File: src/rtl/rnm_pkg.sv
package rnm_pkg;
    localparam int NCLS = 4;

    typedef enum logic [2:0] {
        RC_INT  = 3'd0,
        RC_FP   = 3'd1,
        RC_CC   = 3'd2,
        RC_VEC  = 3'd3,
        RC_MISC = 3'd4
    } rclass_e;
endpackage

File: src/rtl/rnm_decode.sv
module rnm_decode import rnm_pkg::*; #(
    parameter int INT_ARCH = 8,
    parameter int FP_ARCH  = 8,
    parameter int CC_ARCH  = 4,
    parameter int VEC_ARCH = 4,
    parameter int IDX_W    = 5
) (
    input  logic [IDX_W-1:0] idx,
    output rclass_e          cls,
    output logic [IDX_W-1:0] rel
);
    localparam logic [IDX_W-1:0] B_FP   = IDX_W'(INT_ARCH);
    localparam logic [IDX_W-1:0] B_CC   = IDX_W'(INT_ARCH + FP_ARCH);
    localparam logic [IDX_W-1:0] B_VEC  = IDX_W'(INT_ARCH + FP_ARCH + CC_ARCH);
    localparam logic [IDX_W-1:0] B_MISC = IDX_W'(INT_ARCH + FP_ARCH + CC_ARCH + VEC_ARCH);

    always_comb begin
        if (idx < B_FP) begin
            cls = RC_INT;
            rel = idx;
        end else if (idx < B_CC) begin
            cls = RC_FP;
            rel = idx - B_FP;
        end else if (idx < B_VEC) begin
            cls = RC_CC;
            rel = idx - B_CC;
        end else if (idx < B_MISC) begin
            cls = RC_VEC;
            rel = idx - B_VEC;
        end else begin
            cls = RC_MISC;
            rel = idx - B_MISC;
        end
    end
endmodule

File: src/rtl/rnm_class_map.sv
module rnm_class_map #(
    parameter int NARCH    = 8,
    parameter int NPHYS    = 16,
    parameter int PBASE    = 0,
    parameter bit HAS_ZERO = 1'b1,
    parameter int TAG_W    = 6,
    parameter int IDX_W    = 5
) (
    input  logic             clk,
    input  logic             rst_n,
    input  logic [IDX_W-1:0] rd_rel,
    output logic [TAG_W-1:0] rd_tag,
    input  logic             rn_en,
    input  logic [IDX_W-1:0] rn_rel,
    input  logic [TAG_W-1:0] rn_tag,
    output logic [TAG_W-1:0] rn_old,
    input  logic             se_en,
    input  logic [IDX_W-1:0] se_rel,
    input  logic [TAG_W-1:0] se_tag
);
    localparam int RW = (NARCH > 1) ? $clog2(NARCH) : 1;

    typedef struct packed {
        logic [NARCH-1:0][TAG_W-1:0] map;
    } map_st_t;

    map_st_t st_d, st_q;
    logic    rn_zero, se_zero;

    assign rn_zero = HAS_ZERO && (rn_rel == '0);
    assign se_zero = HAS_ZERO && (se_rel == '0);

    generate
        if (RW < IDX_W) begin : g_hi
            logic unused_rd_hi;
            assign unused_rd_hi = ^rd_rel[IDX_W-1:RW];
        end
    endgenerate

    always_comb begin
        st_d = st_q;
        if (rn_en && !rn_zero)
            st_d.map[rn_rel[RW-1:0]] = rn_tag;
        // set-entry is applied last so it wins on a shared entry
        if (se_en && !se_zero)
            st_d.map[se_rel[RW-1:0]] = se_tag;
    end

    always_ff @(posedge clk or negedge rst_n) begin
        if (!rst_n) begin
            for (int i = 0; i < NARCH; i++)
                st_q.map[i] <= TAG_W'(PBASE + i);
        end else begin
            st_q <= st_d;
        end
    end

    assign rd_tag = st_q.map[rd_rel[RW-1:0]];
    assign rn_old = st_q.map[rn_rel[RW-1:0]];

    // a rename with no competing write lands in the table
    p_rename_lands_r3: assert property (@(posedge clk) disable iff (!rst_n)
        (rn_en && !rn_zero && !(se_en && se_rel == rn_rel))
        |=> st_q.map[$past(rn_rel[RW-1:0])] == $past(rn_tag));

    // set-entry value is what the table holds next cycle
    p_set_wins_r6: assert property (@(posedge clk) disable iff (!rst_n)
        (se_en && !se_zero) |=> st_q.map[$past(se_rel[RW-1:0])] == $past(se_tag));

    // with no write request to this class the table holds still
    p_hold_r5: assert property (@(posedge clk) disable iff (!rst_n)
        (!rn_en && !se_en) |=> $stable(st_q));

    // every tag written and every previous tag is inside the class range
    p_rn_range_r8: assert property (@(posedge clk) disable iff (!rst_n)
        (rn_en && !rn_zero) |-> (int'(rn_tag) >= PBASE && int'(rn_tag) < PBASE + NPHYS));
    p_se_range_r8: assert property (@(posedge clk) disable iff (!rst_n)
        (se_en && !se_zero) |-> (int'(se_tag) >= PBASE && int'(se_tag) < PBASE + NPHYS));
    p_old_range_r8: assert property (@(posedge clk) disable iff (!rst_n)
        rn_en |-> (int'(rn_old) >= PBASE && int'(rn_old) < PBASE + NPHYS));
endmodule

File: src/rtl/rnm_admit.sv
module rnm_admit #(
    parameter int NCLS  = 4,
    parameter int DEM_W = 3,
    parameter int CNT_W = 7
) (
    input  logic [NCLS-1:0][DEM_W-1:0] need_cnt,
    input  logic [NCLS-1:0][CNT_W-1:0] free_cnt,
    output logic                       admit
);
    logic [NCLS-1:0] fits;

    generate
        for (genvar g = 0; g < NCLS; g++) begin : g_cls
            assign fits[g] = CNT_W'(need_cnt[g]) <= free_cnt[g];
        end
    endgenerate

    assign admit = &fits;
endmodule

File: src/rtl/rnm_table.sv
module rnm_table import rnm_pkg::*; #(
    parameter int INT_ARCH  = 8,
    parameter int FP_ARCH   = 8,
    parameter int CC_ARCH   = 4,
    parameter int VEC_ARCH  = 4,
    parameter int MISC_ARCH = 4,
    parameter int INT_PHYS  = 16,
    parameter int FP_PHYS   = 16,
    parameter int CC_PHYS   = 8,
    parameter int VEC_PHYS  = 8,
    parameter int DEM_W     = 3,
    localparam int ARCH_TOTAL = INT_ARCH + FP_ARCH + CC_ARCH + VEC_ARCH + MISC_ARCH,
    localparam int IDX_W      = $clog2(ARCH_TOTAL),
    localparam int PHYS_TOTAL = INT_PHYS + FP_PHYS + CC_PHYS + VEC_PHYS,
    localparam int TAG_W      = $clog2(PHYS_TOTAL),
    localparam int CNT_W      = TAG_W + 1
) (
    input  logic                       clk,
    input  logic                       rst_n,
    input  logic [IDX_W-1:0]           lk_idx,
    output logic [TAG_W-1:0]           lk_tag,
    input  logic                       rn_valid,
    input  logic [IDX_W-1:0]           rn_idx,
    output logic [TAG_W-1:0]           rn_new_tag,
    output logic [TAG_W-1:0]           rn_prev_tag,
    input  logic [NCLS-1:0][TAG_W-1:0] fl_head,
    output logic [NCLS-1:0]            fl_pop,
    input  logic                       se_valid,
    input  logic [IDX_W-1:0]           se_idx,
    input  logic [TAG_W-1:0]           se_tag,
    input  logic [NCLS-1:0][DEM_W-1:0] need_cnt,
    input  logic [NCLS-1:0][CNT_W-1:0] free_cnt,
    output logic                       admit
);
    localparam logic [NCLS-1:0][31:0] ARCH_N =
        {32'(VEC_ARCH), 32'(CC_ARCH), 32'(FP_ARCH), 32'(INT_ARCH)};
    localparam logic [NCLS-1:0][31:0] PHYS_N =
        {32'(VEC_PHYS), 32'(CC_PHYS), 32'(FP_PHYS), 32'(INT_PHYS)};
    localparam logic [NCLS-1:0][31:0] PBASE_N =
        {32'(INT_PHYS + FP_PHYS + CC_PHYS), 32'(INT_PHYS + FP_PHYS), 32'(INT_PHYS), 32'd0};

    rclass_e          lk_cls, rn_cls, se_cls;
    logic [IDX_W-1:0] lk_rel, rn_rel, se_rel;
    logic [NCLS-1:0][TAG_W-1:0] rd_tags, old_tags;
    logic             rn_zero;

    rnm_decode #(.INT_ARCH(INT_ARCH), .FP_ARCH(FP_ARCH), .CC_ARCH(CC_ARCH),
                 .VEC_ARCH(VEC_ARCH), .IDX_W(IDX_W))
        u_dec_lk (.idx(lk_idx), .cls(lk_cls), .rel(lk_rel));
    rnm_decode #(.INT_ARCH(INT_ARCH), .FP_ARCH(FP_ARCH), .CC_ARCH(CC_ARCH),
                 .VEC_ARCH(VEC_ARCH), .IDX_W(IDX_W))
        u_dec_rn (.idx(rn_idx), .cls(rn_cls), .rel(rn_rel));
    rnm_decode #(.INT_ARCH(INT_ARCH), .FP_ARCH(FP_ARCH), .CC_ARCH(CC_ARCH),
                 .VEC_ARCH(VEC_ARCH), .IDX_W(IDX_W))
        u_dec_se (.idx(se_idx), .cls(se_cls), .rel(se_rel));

    generate
        for (genvar g = 0; g < NCLS; g++) begin : g_map
            logic rn_hit, se_hit;
            assign rn_hit = rn_valid && (int'(rn_cls) == g);
            assign se_hit = se_valid && (int'(se_cls) == g);

            rnm_class_map #(
                .NARCH   (int'(ARCH_N[g])),
                .NPHYS   (int'(PHYS_N[g])),
                .PBASE   (int'(PBASE_N[g])),
                .HAS_ZERO(g < 2),
                .TAG_W   (TAG_W),
                .IDX_W   (IDX_W)
            ) u_map (
                .clk   (clk),
                .rst_n (rst_n),
                .rd_rel(lk_rel),
                .rd_tag(rd_tags[g]),
                .rn_en (rn_hit),
                .rn_rel(rn_rel),
                .rn_tag(fl_head[g]),
                .rn_old(old_tags[g]),
                .se_en (se_hit),
                .se_rel(se_rel),
                .se_tag(se_tag)
            );
        end
    endgenerate

    assign rn_zero = (rn_cls == RC_INT || rn_cls == RC_FP) && (rn_rel == '0);

    always_comb begin
        if (lk_cls == RC_MISC) lk_tag = TAG_W'(lk_rel);
        else                   lk_tag = rd_tags[lk_cls[1:0]];
    end

    always_comb begin
        fl_pop = '0;
        if (rn_cls == RC_MISC) begin
            rn_new_tag  = TAG_W'(rn_rel);
            rn_prev_tag = TAG_W'(rn_rel);
        end else begin
            rn_prev_tag = old_tags[rn_cls[1:0]];
            rn_new_tag  = rn_zero ? old_tags[rn_cls[1:0]] : fl_head[rn_cls[1:0]];
            fl_pop[rn_cls[1:0]] = rn_valid && !rn_zero;
        end
    end

    rnm_admit #(.NCLS(NCLS), .DEM_W(DEM_W), .CNT_W(CNT_W))
        u_admit (.need_cnt(need_cnt), .free_cnt(free_cnt), .admit(admit));

    // at most one free list is popped per cycle
    p_one_pop_r3: assert property (@(posedge clk) disable iff (!rst_n)
        $onehot0(fl_pop));

    // no free list is popped without a rename request
    p_pop_needs_req_r5: assert property (@(posedge clk) disable iff (!rst_n)
        !rn_valid |-> (fl_pop == '0));
endmodule

File: config.mk
export PLATFORM = sky130hd
export DESIGN_NAME = rnm_table
export DESIGN_NICKNAME = d
export VERILOG_FILES = /design/src/rtl/rnm_pkg.sv /design/src/rtl/rnm_decode.sv /design/src/rtl/rnm_class_map.sv /design/src/rtl/rnm_admit.sv /design/src/rtl/rnm_table.sv
export SDC_FILE = /design/constraint.sdc
export NUM_CORES = 1
export LEC_CHECK = 0
export CAP_MARGIN = 20
export CORE_UTILIZATION = 28
export CTS_BUF_LIST = sky130_fd_sc_hd__clkbuf_8
export CTS_CLUSTER_DIAMETER = 60
export DETAILED_ROUTE_END_ITERATION = 10
export GPL_TIMING_DRIVEN = 0
export PLACE_DENSITY_LB_ADDON = 0.12
export SYNTH_ARGS = -nofsm -noshare
export SYNTH_HDL_FRONTEND = slang
export SYNTH_SLANG_ARGS = --single-unit
File: constraint.sdc
create_clock -name clk -period 6.2 [get_ports clk]
set_clock_uncertainty 0.2 [all_clocks]
set_input_delay 1.24 -clock clk [delete_from_list [all_inputs] [get_ports clk]]
set_output_delay 1.24 -clock clk [all_outputs]
set_load 0.02 [all_outputs]
## Word-level counts from Yosys, hierarchy flattened

Cells that the tools add are included.

| word-level totals | value |
|---|---|
| logic and storage cells | 181 |
| input port bits | 89 |
| register bits after elaboration | 144 |

| operators by class | value |
|---|---|
| $add $sub $neg | 12 |
| reductions and logical operators | 29 |
| equality and inequality tests | 9 |
| muxes and demuxes | 77 |
| magnitude comparators | 29 |
| bitwise operators | 1 |

Operators with widths:

| operator | count |
|---|---|
| 48-bit bitwise mux | 4 |
| 48-bit two-way mux | 4 |
| 6-bit two-way mux | 19 |
| 24-bit bitwise mux | 4 |
| 24-bit two-way mux | 4 |
| 6-bit binary-select mux with 2-bit select | 7 |
| 6-bit binary-select mux with 3-bit select | 4 |
| 5-bit two-way mux | 12 |
| 5-bit less-than comparator, second input constant | 9 |
| 5-bit subtractor, second input constant | 9 |
| 6-bit demux with 3-bit select | 2 |
| 3-bit two-way mux | 12 |
| 3-bit by 7-bit less-or-equal comparator with 1-bit output | 4 |
| 6-bit demux with 2-bit select | 2 |
| 1-bit logical AND | 19 |
| 3-bit == test, second input constant | 6 |
| 2-bit by 3-bit less-than comparator with 1-bit output, second input constant | 5 |
| 5-bit by 4-bit less-than comparator with 1-bit output, second input constant | 3 |
| 5-bit by 4-bit subtractor with 5-bit output, second input constant | 3 |
| 3-bit by 4-bit less-than comparator with 1-bit output, second input constant | 3 |
| 5-bit zero test | 2 |
| 3-bit zero test | 3 |
| 3-bit by 2-bit == test with 1-bit output, second input constant | 2 |
| 2-bit by 1-bit greater-or-equal comparator with 1-bit output, second input constant | 3 |
| 9 further kinds | 12 |

## Longest topological paths before layout

Gate-level depths: netlist (run 1).

| logic depth | value |
|---|---|
| word-level depth | 13 |
| depth in mapped cells | 11 |

## Hierarchy

Synthesis (run 1) repeated with hierarchy kept, for this count alone.

| unflattened totals | value |
|---|---|
| cells, all modules | 1152 |
| area, all modules | 11308.3 sq um |

By module, submodules not included:

| module | sequential area each (sq um) | area each (sq um) | times used | cells an instance |
|---|---|---|---|---|
| rnm_class_map at g_map[0].u_map | 1216.2 | 3254.4 | 1 | 325 |
| rnm_class_map at g_map[1].u_map | 1226.2 | 3231.8 | 1 | 322 |
| rnm_class_map at g_map[2].u_map | 610.6 | 1456.4 | 1 | 132 |
| rnm_class_map at g_map[3].u_map | 615.6 | 1455.1 | 1 | 131 |
| rnm_table | 0.0 | 962.2 | 1 | 119 |
| rnm_decode | 0.0 | 205.2 | 3 | 26 |
| rnm_admit | 0.0 | 332.8 | 1 | 45 |

## Least setup slack after synthesis (run 1)

No wires, ideal clock.

| timing | value |
|---|---|
| path type | input port to output port |
| from | input rn_idx[4] |
| to | output rn_new_tag[0] |
| arrival | 3242 ps |
| stages on the path | 10 |
| path slack | 1518 ps |
| buffers on the path | 4 |
| path through | buf_4 > inv_1 > ha_1 > buf_2 > a21oi_1 > clkbuf_1 > o2111a_1 > buf_2 > mux2i_1 > o21ai_0 |

| between the ends | value |
|---|---|
| word-level cells in the longest chain between the ends | 11 |
| elaborated cells between the ends (all ways) | 36 |
| those cells by class | add/sub (4); order compare (4); eq/ne (2); mux (22); reduce/logical (4) |

Ends and longest elaborated chain:

| what | RTL line | text |
|---|---|---|
| from (decl) | rnm_table.sv:23 | `input logic [IDX_W-1:0] rn_idx,` |
| 5-bit less-than comparator | rnm_decode.sv:27 | `end else if (idx < B_MISC) begin` |
| 5-bit two-way mux | rnm_decode.sv:27 |  |
| 5-bit two-way mux | rnm_decode.sv:24 | `end else if (idx < B_VEC) begin` |
| 5-bit two-way mux | rnm_decode.sv:21 | `end else if (idx < B_CC) begin` |
| 5-bit two-way mux | rnm_decode.sv:18 | `if (idx < B_FP) begin` |
| 6-bit binary-select mux with 3-bit select or 6-bit binary-select mux with 2-bit select (tied branches) | rnm_class_map.sv:59 | `assign rn_old = st_q.map[rn_rel[RW-1:0]];` |
| 6-bit two-way mux (not written as such) | rnm_class_map.sv:59 |  |
| 6-bit binary-select mux with 2-bit select | rnm_table.sv:100 | `rn_new_tag = rn_zero ? old_tags[rn_cls[1:0]] : fl_head[rn_cls[1:0]];` |
| 6-bit two-way mux (not written as such) | rnm_table.sv:100 |  |
| 6-bit two-way mux | rnm_table.sv:100 |  |
| 6-bit two-way mux (*) | rnm_table.sv:95 | `if (rn_cls == RC_MISC) begin` |
| to (decl) | rnm_table.sv:24 | `output logic [TAG_W-1:0] rn_new_tag,` |

Every way passes the cells marked *; elsewhere a longest branch is shown, timed or not. The select of a mux whose other input is x is not followed.

## Worst setup path after layout (run 1)

| timing | value |
|---|---|
| from | input rn_idx[4] |
| to | output rn_prev_tag[1] |

| between the ends | value |
|---|---|
| word-level cells in the longest chain between the ends | 10 |
| elaborated cells between the ends (all ways) | 24 |
| those cells by class | order compare (4); eq/ne (1); mux (19) |

Ends and longest elaborated chain:

| what | RTL line | text |
|---|---|---|
| 5-bit less-than comparator | rnm_decode.sv:27 |  |
| 5-bit two-way mux | rnm_decode.sv:27 |  |
| 5-bit two-way mux | rnm_decode.sv:24 |  |
| 5-bit two-way mux | rnm_decode.sv:21 |  |
| 5-bit two-way mux | rnm_decode.sv:18 |  |
| 6-bit binary-select mux with 3-bit select or 6-bit binary-select mux with 2-bit select (tied branches) | rnm_class_map.sv:59 |  |
| 6-bit two-way mux (not written as such) | rnm_class_map.sv:59 |  |
| 6-bit binary-select mux with 2-bit select | rnm_table.sv:99 | `rn_prev_tag = old_tags[rn_cls[1:0]];` |
| 6-bit two-way mux (not written as such) | rnm_table.sv:99 |  |
| 6-bit two-way mux (*) | rnm_table.sv:95 |  |
| to (decl) | rnm_table.sv:25 | `output logic [TAG_W-1:0] rn_prev_tag,` |

Marked as above.

==> results of run 1 <==
[metrics by stage]
step	TNS (ns)	power (mW)	utilization	worst slack (ns)
6_report	0	3.66	0.345	0.0761
5_1_grt	0	3.84	0.345	0.0124
4_1_cts	0	3.66	0.344	0.00864
3_5_place_dp	-5.38	2.82	0.331	-0.492
3_3_place_gp	-334.32	2.79	0.330	-3.06
2_1_floorplan	0	2.30	-	1.52
[layout by cell type (no fill, tap or decap), types with 6 or more instances in the layout]
cell / n
sky130_fd_sc_hd__a21oi_1: 36
sky130_fd_sc_hd__and3_1: 6
sky130_fd_sc_hd__buf_1: 6
sky130_fd_sc_hd__buf_2: 18
sky130_fd_sc_hd__clkbuf_1: 27
sky130_fd_sc_hd__clkbuf_8: 17
sky130_fd_sc_hd__clkdlybuf4s50_1: 101
sky130_fd_sc_hd__dfrtp_1: 92
sky130_fd_sc_hd__dfstp_2: 52
sky130_fd_sc_hd__ha_1: 29
sky130_fd_sc_hd__inv_1: 27
sky130_fd_sc_hd__mux2_1: 6
sky130_fd_sc_hd__mux2_2: 187
sky130_fd_sc_hd__mux2i_1: 59
sky130_fd_sc_hd__mux4_2: 82
sky130_fd_sc_hd__nand2_1: 62
sky130_fd_sc_hd__nand2b_1: 6
sky130_fd_sc_hd__nand3_1: 14
sky130_fd_sc_hd__nand4_1: 11
sky130_fd_sc_hd__nor2_1: 47
sky130_fd_sc_hd__nor2b_1: 13
sky130_fd_sc_hd__nor3_1: 16
sky130_fd_sc_hd__o21ai_0: 30
sky130_fd_sc_hd__o21ai_1: 6
sky130_fd_sc_hd__o22ai_1: 13
[cells by family (layout without fill, tap and decap cells)]
kind of cell	Yosys count	in the layout	share of synthesized area
flops	144	144	0.343
buf+inv	83	228	0.0320
mux	334	334	0.431
simple gates	197	197	0.0901
fa+ha+maj	29	29	0.0339
compound gates	120	120	0.0680
xor+xnor	3	3	0.00246
[worst max-delay path, stage by stage]
cell and delay (ns):
sky130_fd_sc_hd__clkdlybuf4s50_1 0.56, sky130_fd_sc_hd__buf_4 0.21, sky130_fd_sc_hd__inv_1 0.07, sky130_fd_sc_hd__ha_1 0.19, sky130_fd_sc_hd__buf_2 0.21, sky130_fd_sc_hd__a21o_1 0.20
sky130_fd_sc_hd__buf_2 0.20, sky130_fd_sc_hd__nand3_1 0.27, sky130_fd_sc_hd__o22ai_1 0.15, sky130_fd_sc_hd__o41ai_1 0.64, sky130_fd_sc_hd__clkdlybuf4s50_1 0.73
[cell type report]
cell class / count / area [um^2]
Buffer: 57 / 268
Clock buffer: 17 / 234
Clock inverter: 15 / 186
Fill cell: 3863 / 24700
Inverter: 26 / 97.6
Multi-Input combinational cell: 683 / 6750
Sequential cell: 144 / 3670
Tap cell: 511 / 639
Timing Repair Buffer: 113 / 1150
[worst paths after layout]
check	startpoint	endpoint	slack [ns]	cells after the start
max	rn_idx[4]	rn_prev_tag[1]	0.08	11
min	g_map[2].u_map.st_q[5]$_DFF_PN1_	g_map[2].u_map.st_q[5]$_DFF_PN1_	0.37	2
max reg2reg	g_map[1].u_map.st_q[3]$_DFF_PN0_	g_map[1].u_map.st_q[3]$_DFF_PN0_	4.90	2
min reg2reg	g_map[2].u_map.st_q[5]$_DFF_PN1_	g_map[2].u_map.st_q[5]$_DFF_PN1_	0.37	2
max in group asynchronous	rst_n	g_map[1].u_map.st_q[34]$_DFF_PN1_	4.46	2
min in group asynchronous	rst_n	g_map[0].u_map.st_q[40]$_DFF_PN0_	0.45	1
[what timing repair did]
item / 4_1_cts / 5_1_grt
pin swaps: 0 / 0
gates resized for setup: 14 / 14
buffers inserted: 0 / 0
endpoints found under the setup margin: 18 / 12
[metal layers]
metal	GRT usage	up-vias
li1	-	3739
met1	0.315	4342
met2	0.331	323
met3	0.0393	47
met4	0.0709	0
met5	0	-
[power by group]
part / switching, mW / total, mW / internal [mW]
clock: 0.435 / 0.839 / 0.404
sequential: 0.245 / 1.53 / 1.28
combinational: 0.561 / 1.30 / 0.737
total: 1.24 / 3.66 / 2.42
==> impl_summary.log, run 1 <==
[metrics] 1st-pass router iterations: 5
[metrics] CTS sink cnt: 144
[metrics] register ranked first by flip-flop count: g_map.u_map.st_q
[metrics] later-pin clock latency in the skew report: 0.48 ns
[metrics] number of register bits inferred by synthesis: 144
[metrics] tightest hold margin: 0.373 ns
[metrics] power per cell area: 282 mW/mm^2
[metrics] Final min period: 6.12 ns
[metrics] Synthesized Nets: 1028
[metrics] element type at the critical path start: input pin
[metrics] Post-synth EDFFs: 0
[metrics] fmax: 163 MHz
[metrics] wire length per cell after detailed routing: 26.8 um
[metrics] DIE HEIGHT: 198 um
[metrics] outcome: completed
[metrics] root buffer selected by CTS: sky130_fd_sc_hd__clkbuf_8
[metrics] Crit Path Max Fanout: 10
[metrics] first-pass GRT wire length: 60700 um
[metrics] number of distinct library cells after synthesis: 52
[metrics] pin count of the biggest net entering global routing: 92
[metrics] routability congestion estimate from global placement: 0.898
[metrics] cell accounting for the most synthesized area: sky130_fd_sc_hd__dfrtp_1
[metrics] Leakage: 5.10 nW
[metrics] antenna violation net count after detailed routing: 0
[metrics] final hold violations: 0
[metrics] class of the tightest hold or removal check: register to register
[metrics] via count of the first global-routing pass: 8382
[metrics] final instance area: 0.0130 mm^2
[metrics] total wirelength of the detailed-routed design: 41900 um
[metrics] Routed met3 length: 2710 um
[metrics] growth of design area from synthesis to finish: 21.4%
[metrics] final period utilization: 0.988
[metrics] CTS Hold Buffers Added: 0
[metrics] met2 layer wire length in the routed design: 18600 um
[metrics] Regs by FF count: g_map.u_map.st_q x144
[metrics] warnings from Yosys: 0
[metrics] total placed cells including tap cells: 1533
[metrics] IO Port Bufs: 108
[metrics] half-perimeter wire length after placement: 31600 um
[metrics] die outline width: 198 um
[metrics] top cells by instance count after synthesis: sky130_fd_sc_hd__mux2_2 (187), sky130_fd_sc_hd__dfrtp_1 (92), sky130_fd_sc_hd__mux4_2 (82), sky130_fd_sc_hd__nand2_1 (62), sky130_fd_sc_hd__mux2i_1 (59)
[metrics] total global routing overflow: 0
[metrics] final count of negative-setup-slack endpoints: 0
[metrics] die area: 0.0390 mm^2
[metrics] count leader, synth: sky130_fd_sc_hd__mux2_2
[metrics] worst slew slack as a fraction of its limit: 0.279
[metrics] Post-Syn Area: 0.0107 mm^2
[metrics] global-route total usage across every layer: 0.219
[metrics] remaining design rule violation count: 0
[metrics] Critical Path End Type: primary output
[metrics] Post-DP Area: 0.0125 mm^2
[metrics] max-cap viol count: 0
[metrics] number of core rows: 71
[metrics] Post-synth ARST share: 1.00
[metrics] required time of the critical path: 4.76 ns
[metrics] Worst VDD drop: 0.138 mV
[metrics] fraction of layout cells with a size suffix above 1: 0.375
[metrics] antenna violations before repair: 1
[metrics] top-area cell type share of the netlist area: 0.215
[metrics] clock input transition at the sequential cells of the worst setup and hold paths: 0.08 ns
[metrics] sequential cell area fraction in the yosys report: 0.343
[metrics] arrival time reported for the critical path endpoint: 4.68 ns
[metrics] Primary FF master, synth: sky130_fd_sc_hd__dfrtp_1
[metrics] worst setup path class: input pin to primary output
[metrics] Post-Synthesis Mean Instance Area: 11.8 um^2
[metrics] Final #Nets: 1160
[metrics] Least-Margin Pin Slew: 1.07 ns
[metrics] synth top area cells: sky130_fd_sc_hd__dfrtp_1 (22%), sky130_fd_sc_hd__mux2_2 (20%), sky130_fd_sc_hd__mux4_2 (17%)
[metrics] number of cells in the finished layout apart from fillers: 1566
[metrics] top layer reached by signal wires: met4
[metrics] setup repair after global routing missed its margin: false
[metrics] CTS Buffer Depth: 2
[metrics] clock tree from TritonCTS: built
[metrics] Max Slew Vio Count: 0
[metrics] number of instances in the synthesized netlist: 910
[metrics] Inserted Clock Buffers: 17
[metrics] max FFs per register: 144
[metrics] vias per std cell: 5.40
[metrics] total I/O pin count: 112
[metrics] effective utilization at floorplan: 0.284
[metrics] vias after detailed routing: 8451
[metrics] number of levels the H-tree was split into: 4
[metrics] diode count: 0
[metrics] 1st-iter DRT viols: 948
[metrics] Placeable Area: 0.0377 mm^2
[metrics] metal1 wirelength: 19500 um
Note: power is estimated with default switching activity, not from simulation.
==> run 2: changes to the inputs <==
--- a/config.mk
+++ b/config.mk
@@ -12,6 +12,7 @@
 export DETAILED_ROUTE_END_ITERATION = 10
 export GPL_TIMING_DRIVEN = 0
 export PLACE_DENSITY_LB_ADDON = 0.12
+export REMOVE_ABC_BUFFERS = 1
 export SYNTH_ARGS = -nofsm -noshare
 export SYNTH_HDL_FRONTEND = slang
 export SYNTH_SLANG_ARGS = --single-unit
==> constraint.sdc (replaced) <==
create_clock -name clk -period 6.2 [get_ports clk]
set_clock_uncertainty 0.2 [all_clocks]
set_input_delay 1.24 -clock clk [delete_from_list [all_inputs] [get_ports clk]]
set_output_delay 1.24 -clock clk [all_outputs]
set_load 0.1 [all_outputs]
==> run 2 against run 1 <==
  * Register-to-register slack better by 0.05 ns
  * Setup slack worse by 0.030 ns
  * Wire length is 5.1% lower
  * Count of clock-buffer cells in the layout is 4 higher
  * Total power is 2.3% higher
  * Fmax is 0.48% lower
  * Critical endpoint is now lk_tag[5]
==> impl_summary.log, run 2 (synthesis gave the netlist of run 1 again) <==
[metrics] effective utilization at floorplan: 0.284 (unchanged)
[metrics] outcome: completed
[metrics] Final #Nets: 1126 (-2.9%)
[metrics] proportion of power drawn by the clock network: 0.219 (-0.010)
[metrics] die outline width: 198 um (unchanged)
[metrics] total global routing overflow: 0 (unchanged)
[metrics] fmax: 163 MHz (-0.48%)
[metrics] antenna violation net count after detailed routing: 0 (unchanged)
[metrics] element type at the critical path start: input pin
[metrics] Leakage: 5.13 nW (+0.45%)
[metrics] final period utilization: 0.992 (+0.00477)
[metrics] Power Total: 3.75 mW (+2.3%)
[metrics] max-cap viol count: 0 (unchanged)
[metrics] Least-Margin Pin Slew: 1.12 ns (+0.0517 ns)
[metrics] pin count of the biggest net entering global routing: 78 (-15%)
[metrics] Worst VDD drop: 0.100 mV (-27%)
[metrics] remaining design rule violation count: 0 (unchanged)
[metrics] total I/O pin count: 112 (unchanged)
[metrics] via count of the first global-routing pass: 8103 (-3.3%)
[metrics] worst slew slack as a fraction of its limit: 0.244 (-0.0348)
[metrics] total placed cells including tap cells: 1490 (-2.8%)
[metrics] Comb power frac: 0.385 (+0.031)
[metrics] arrival time reported for the critical path endpoint: 4.71 ns (+0.03 ns)
[metrics] CTS Buffer Depth: 2 (unchanged)
[metrics] sw power: 1.30 mW (+5.2%)
[metrics] met1 GRT Util: 0.285 (-0.0297)
[metrics] Crit Path Max Fanout: 14 (+4)
[metrics] fraction of layout cells with a size suffix above 1: 0.406 (+0.0311)
[metrics] root buffer selected by CTS: sky130_fd_sc_hd__clkbuf_8
[metrics] number of cells in the finished layout apart from fillers: 1533 (-2.1%)
[metrics] antenna violations before repair: 2 (+1)
[metrics] final count of negative-setup-slack endpoints: 0 (unchanged)
[metrics] clock input transition at the sequential cells of the worst setup and hold paths: 0.08 ns (about the same)
[metrics] half-perimeter wire length after placement: 28800 um (-8.8%)
[metrics] global-route total usage across every layer: 0.211 (-0.00852)
[metrics] 1st-iter DRT viols: 648 (-32%)
[metrics] class of the tightest hold or removal check: register to register
[metrics] Inserted Clock Buffers: 17 (unchanged)
[metrics] max FFs per register: 144 (unchanged)
[metrics] 1st-pass router iterations: 5 (unchanged)
[metrics] growth of design area from synthesis to finish: 21.3% (about the same)
[metrics] CTS sink cnt: 144 (unchanged)
[metrics] clock tree from TritonCTS: built
[metrics] total wirelength of the detailed-routed design: 39800 um (-5.1%)
[metrics] vias per std cell: 5.29 (-2.1%)
[metrics] number of fillers in the final layout: 3841 (-0.57%)
[metrics] routability congestion estimate from global placement: 0.845 (-6.0%)
[metrics] met2 Usage GRT: 0.327 (-0.00430)
[metrics] core utilization of the finished layout: 0.345 (about the same)
[metrics] number of levels the H-tree was split into: 4 (unchanged)
[metrics] Max Slew Vio Count: 0 (unchanged)
[metrics] first-pass GRT wire length: 58100 um (-4.4%)
[metrics] wire length per cell after detailed routing: 26.0 um (-3.1%)
[metrics] internal power: 2.44 mW (+0.82%)
[metrics] final hold violations: 0 (unchanged)
[metrics] worst setup path class: input pin to primary output
[metrics] setup repair after global routing missed its margin: false
[metrics] die area: 0.0390 mm^2 (unchanged)
[metrics] Placeable Area: 0.0377 mm^2 (unchanged)
[metrics] sw frac: 0.348 (+0.00958)
[metrics] most frequent standard cell in the layout excluding fill and tap cells: sky130_fd_sc_hd__mux2_2
[metrics] required time of the critical path: 4.76 ns (about the same)
[metrics] IO Port Bufs: 111 (+2.8%)
[metrics] global-route track usage on met3: 0.0526 (+0.0133)
[metrics] Regs by FF count: g_map.u_map.st_q x144
[metrics] share of power burned in registers: 0.395 (-0.022)
[metrics] number of core rows: 71 (unchanged)
[metrics] Critical Path End Type: primary output
[metrics] commonest cells after routing, fill and taps aside: sky130_fd_sc_hd__mux2_2 (187), sky130_fd_sc_hd__dfrtp_1 (92), sky130_fd_sc_hd__mux4_2 (82), sky130_fd_sc_hd__clkdlybuf4s50_1 (82), sky130_fd_sc_hd__nand2_1 (62)
[metrics] later-pin clock latency in the skew report: 0.49 ns (about the same)
[metrics] Final min period: 6.15 ns (+0.0295 ns)
[metrics] power per cell area: 289 mW/mm^2 (+2.4%)
[metrics] Post-DP Area: 0.0125 mm^2 (about the same)
[metrics] final instance area: 0.0130 mm^2 (about the same)
[metrics] register ranked first by flip-flop count: g_map.u_map.st_q
[metrics] DIE HEIGHT: 198 um (unchanged)
[metrics] most congested layer reported by global routing: met2
[metrics] vias after detailed routing: 8102 (-4.1%)
==> run 2: layout make-up <==
| cell class | count | area, um^2 | area share |
|---|---|---|---|
| clock buffer | 21 | 289 | 0.0223 |
| inverter | 26 | 97.6 | 0.00752 |
| tap | 511 | 639 | 0.0492 |
| timing repair buffer | 135 | 1400 | 0.108 |
| antenna | 1 | 2.50 | 0.000193 |
| multi-input combinational | 684 | 6760 | 0.521 |
| sequential | 144 | 3670 | 0.283 |
| clock inverter | 11 | 124 | 0.00954 |
==> run 2: path summary, 6_finish.rpt <==
| path | slack, ns | cells past startpoint | from | to |
|---|---|---|---|---|
| min | 0.37 | 2 | g_map[2].u_map.st_q[19]$_DFF_PN1_ | g_map[2].u_map.st_q[19]$_DFF_PN1_ |
| min in group asynchronous | 0.50 | 1 | rst_n | g_map[0].u_map.st_q[36]$_DFF_PN0_ |
| max in group asynchronous | 4.46 | 2 | rst_n | g_map[3].u_map.st_q[6]$_DFF_PN1_ |
| max reg2reg | 4.95 | 2 | g_map[1].u_map.st_q[2]$_DFF_PN0_ | g_map[1].u_map.st_q[2]$_DFF_PN0_ |
| min reg2reg | 0.37 | 2 | g_map[2].u_map.st_q[19]$_DFF_PN1_ | g_map[2].u_map.st_q[19]$_DFF_PN1_ |
| max | 0.05 | 10 | lk_idx[3] | lk_tag[5] |
==> run 2: per-layer routing <==
| layer | vias to the layer above | routed length [um] |
|---|---|---|
| li1 | 3659 | - |
| met1 | 4126 | 18000 |
| met2 | 257 | 18200 |
| met3 | 58 | 2420 |
| met4 | 2 | 1110 |
| met5 | - | 13 |
==> run 2: power by group through the flow <==
stage               combinational (mW)  sequential, mW  clock, mW
detailed placement                1.45            1.50          0
floorplan                         1.01            1.42          0
global route                      1.54            1.52      0.892
global placement                  1.42            1.49          0
finish                            1.44            1.48      0.822
CTS                               1.45            1.48      0.849
==> run 2: per-stage QoR <==
step	setup TNS [ns]	hold WS [ns]	setup slack (ns)
after global placement	-430.08	0.353	-3.13
after detailed placement	-18.40	0.360	-1.22
after global routing	0	0.403	0.0213
after CTS	-0.0750	0.373	-0.0750
after floorplan	-7.24	0.337	-0.970
final	0	0.373	0.0465
==> run 2: timing repair <==
action	4_1_cts	5_1_grt
resized for setup	92	16
hold buffers	0	0
pin swaps	0	1
setup buffers	4	0
gates cloned	1	0
endpoints found under the setup margin	22	20
==> run 2: worst max-delay path, cell delays in order <==
cell and delay, ns:
sky130_fd_sc_hd__clkdlybuf4s50_1 0.78, sky130_fd_sc_hd__inv_1 0.14, sky130_fd_sc_hd__ha_2 0.32, sky130_fd_sc_hd__and4b_1 0.35, sky130_fd_sc_hd__a21oi_4 0.36, sky130_fd_sc_hd__buf_4 0.22
sky130_fd_sc_hd__mux4_2 0.25, sky130_fd_sc_hd__nor2_1 0.05, sky130_fd_sc_hd__a211oi_1 0.57, sky130_fd_sc_hd__buf_4 0.41
==> run 3: changes to the inputs <==
==> constraint.sdc (replaced) <==
create_clock -name clk -period 7.14 [get_ports clk]
set_clock_uncertainty 0.2 [all_clocks]
set_input_delay 1.428 -clock clk [delete_from_list [all_inputs] [get_ports clk]]
set_output_delay 1.428 -clock clk [all_outputs]
set_load 0.1 [all_outputs]
==> run 3 against run 2 <==
  * Critical path depth decreased by 1
  * Combinational power is 13% lower
  * Total power down 13%
  * Count of clock-buffer cells in the layout did not move
  * Register-to-register slack gained 0.93 ns
  * Clock power down 13%
  * Sequential cell count is the same
  * First-iteration DRC count fell by 3.1%
  * Critical endpoint unchanged
  * Highest routed layer unchanged
  * Non-clock buffer count decreased by 2
  * Die area is the same
==> impl_summary.log, run 3 (synthesis gave the netlist of run 1 again) <==
[metrics] max-cap viol count: 0 (unchanged)
[metrics] arrival time reported for the critical path endpoint: 5.40 ns (+0.69 ns)
[metrics] Final Worst Setup Slack: 0.109 ns (+0.0625 ns)
[metrics] CTS Buffer Depth: 2 (unchanged)
[metrics] half-perimeter wire length after placement: 28800 um (unchanged)
[metrics] Placeable Area: 0.0377 mm^2 (unchanged)
[metrics] antenna violation net count after detailed routing: 0 (unchanged)
[metrics] wire length per cell after detailed routing: 26.1 um (+0.35%)
[metrics] growth of design area from synthesis to finish: 21.0%
[metrics] Regs by FF count: g_map.u_map.st_q x144
[metrics] final period utilization: 0.985
[metrics] element type at the critical path start: input pin
[metrics] fmax: 142 MHz
[metrics] total wirelength of the detailed-routed design: 39900 um (+0.16%)
[metrics] fraction of layout cells with a size suffix above 1: 0.394 (-0.0129)
[metrics] max FFs per register: 144 (unchanged)
[metrics] required time of the critical path: 5.51 ns (+0.75 ns)
[metrics] pin count of the biggest net entering global routing: 78 (unchanged)
[metrics] commonest cells after routing, fill and taps aside: sky130_fd_sc_hd__mux2_2 (187), sky130_fd_sc_hd__dfrtp_1 (92), sky130_fd_sc_hd__clkdlybuf4s50_1 (85), sky130_fd_sc_hd__mux4_2 (82), sky130_fd_sc_hd__nand2_1 (62)
[metrics] Worst VDD drop: 0.0856 mV (-15%)
[metrics] DIE HEIGHT: 198 um (unchanged)
[metrics] Least-Margin Pin Slew: 1.12 ns (-0.00504 ns)
[metrics] 1st-pass router iterations: 6 (+1)
[metrics] Final #Nets: 1124 (-0.18%)
[metrics] setup repair after global routing missed its margin: false
[metrics] first-pass GRT wire length: 58100 um (unchanged)
[metrics] via count of the first global-routing pass: 8108 (+0.062%)
[metrics] setup slack at placement: -0.651 ns (+0.564 ns)
[metrics] routability congestion estimate from global placement: 0.845 (unchanged)
[metrics] remaining design rule violation count: 0 (unchanged)
[metrics] final hold violations: 0 (unchanged)
[metrics] diode count: 0 (-1)
[metrics] final count of negative-setup-slack endpoints: 0 (unchanged)
[metrics] Leakage: 5.15 nW (+0.48%)
[metrics] clock tree from TritonCTS: built
[metrics] Critical path buffers and inverters: 3 (-1)
[metrics] total global routing overflow: 0 (unchanged)
[metrics] root buffer selected by CTS: sky130_fd_sc_hd__clkbuf_8
[metrics] Critical Path Slowest Stage Cell: sky130_fd_sc_hd__clkdlybuf4s50_1
[metrics] die outline width: 198 um (unchanged)
[metrics] CTS sink cnt: 144 (unchanged)
[metrics] Inserted Clock Buffers: 17 (unchanged)
[metrics] outcome: completed
[metrics] number of core rows: 71 (unchanged)
[metrics] vias per std cell: 5.29 (+0.15%)
[metrics] vias after detailed routing: 8098 (-0.049%)
[metrics] Final min period: 7.03 ns
[metrics] worst setup path class: input pin to primary output
[metrics] CTS Hold Buffers Added: 0 (unchanged)
[metrics] later-pin clock latency in the skew report: 0.47 ns (-0.02 ns)
[metrics] power per cell area: 251 mW/mm^2 (-13%)
[metrics] Critical Path End Type: primary output
[metrics] cell family with the largest share of critical-path delay: buffers and inverters
[metrics] Max Slew Vio Count: 0 (unchanged)
[metrics] number of levels the H-tree was split into: 4 (unchanged)
[metrics] register ranked first by flip-flop count: g_map.u_map.st_q
[metrics] 1st-iter DRT viols: 628 (-3.1%)
[metrics] effective utilization at floorplan: 0.284 (unchanged)
[metrics] tightest hold margin: 0.372 ns (-0.000832 ns)
[metrics] IO Port Bufs: 111 (unchanged)
[metrics] clock input transition at the sequential cells of the worst setup and hold paths: 0.08 ns (about the same)
[metrics] global-route total usage across every layer: 0.211 (about the same)
[metrics] final total negative setup slack: 0 ns (unchanged)
[metrics] Crit Path Max Fanout: 14 (unchanged)
[metrics] crit-path max cell delay: 0.79 ns (about the same)
[metrics] most frequent standard cell in the layout excluding fill and tap cells: sky130_fd_sc_hd__mux2_2
[metrics] worst slew slack as a fraction of its limit: 0.248 (+0.00339)
[metrics] number of fillers in the final layout: 3851 (+0.26%)
[metrics] ordered list of cells on the worst path: clkdlybuf4s50_1, inv_1, ha_1, and4b_1, a21oi_4, mux4_2, mux2i_1, a211oi_1, clkdlybuf4s15_2
[metrics] total I/O pin count: 112 (unchanged)
[metrics] class of the tightest hold or removal check: register to register
[metrics] die area: 0.0390 mm^2 (unchanged)
[metrics] antenna violations before repair: 1 (-1)
-- run 3: changes by cell type in the layout (fill, tap and decap cells not counted), moves of 2 or more --
cell / change
sky130_fd_sc_hd__buf_2: -5
sky130_fd_sc_hd__buf_4: -6
sky130_fd_sc_hd__clkbuf_2: +4
sky130_fd_sc_hd__clkdlybuf4s15_2: -2
sky130_fd_sc_hd__clkdlybuf4s50_1: +3
sky130_fd_sc_hd__dlygate4sd2_1: +2
sky130_fd_sc_hd__dlymetal6s2s_1: +2
sky130_fd_sc_hd__ha_1: +2
-- run 3: layer usage --
layer | track usage | up-vias | share of wire
met3 | 0.0540 | 55 | 0.055
met2 | 0.326 | 230 | 0.46
li1 | - | 3669 | -
met5 | 0 | - | 0.00033
met1 | 0.284 | 4142 | 0.46
met4 | 0.0764 | 2 | 0.028
-- run 3: power by group --
part           switching, mW  total (mW)  internal [mW]
logic                  0.620        1.25          0.630
clock network          0.337       0.712          0.375
registers              0.172        1.29           1.11
total                   1.13        3.25           2.12
-- run 3: worst paths after layout --
kind | slack [ns] | from | depth (start not counted) | endpoint
setup reg to reg | 5.88 | g_map[1].u_map.st_q[0]$_DFF_PN0_ | 2 | g_map[1].u_map.st_q[0]$_DFF_PN0_
hold / removal | 0.37 | g_map[2].u_map.st_q[19]$_DFF_PN1_ | 2 | g_map[2].u_map.st_q[19]$_DFF_PN1_
max in group asynchronous | 5.20 | rst_n | 2 | g_map[3].u_map.st_q[18]$_DFF_PN1_
setup / recovery | 0.11 | lk_idx[3] | 9 | lk_tag[5]
hold reg to reg | 0.37 | g_map[2].u_map.st_q[19]$_DFF_PN1_ | 2 | g_map[2].u_map.st_q[19]$_DFF_PN1_
min in group asynchronous | 0.70 | rst_n | 1 | g_map[0].u_map.st_q[36]$_DFF_PN0_
-- run 3: layout make-up --
class                      instances  area (um^2)  area share
tap                              511          639      0.0494
multi-input combinational        684         6730       0.520
sequential                       144         3670       0.283
clock buffer                      21          289      0.0223
timing repair buffer             133         1400       0.108
clock inverter                    11          124     0.00957
inverter                          26         97.6     0.00754
-- run 3: worst min-delay path, delay by kind of cell (launching register included) --
kind | cells | cell delay [ns]
compound gates | 1 | 0.08
flops | 1 | 0.38
mux | 1 | 0.12
-- run 3: timing repair --
item,in CTS,in global routing
pin swaps,0,0
setup buffers,0,2
setup endpoints to repair,21,19
gates cloned,1,0
gates resized for setup,32,26
-- run 3: through the flow --
stage | total power, mW | instance area [um^2] | util | instances
after detailed placement | 2.56 | 12500 | 0.331 | 1490
after global routing | 3.43 | 12900 | 0.344 | 1530
final | 3.25 | 12900 | 0.344 | 1530
after CTS | 3.27 | 12900 | 0.342 | 1523
after global placement | 2.53 | 12200 | 0.324 | 1475
after floorplan | 2.11 | 10500 | - | 853
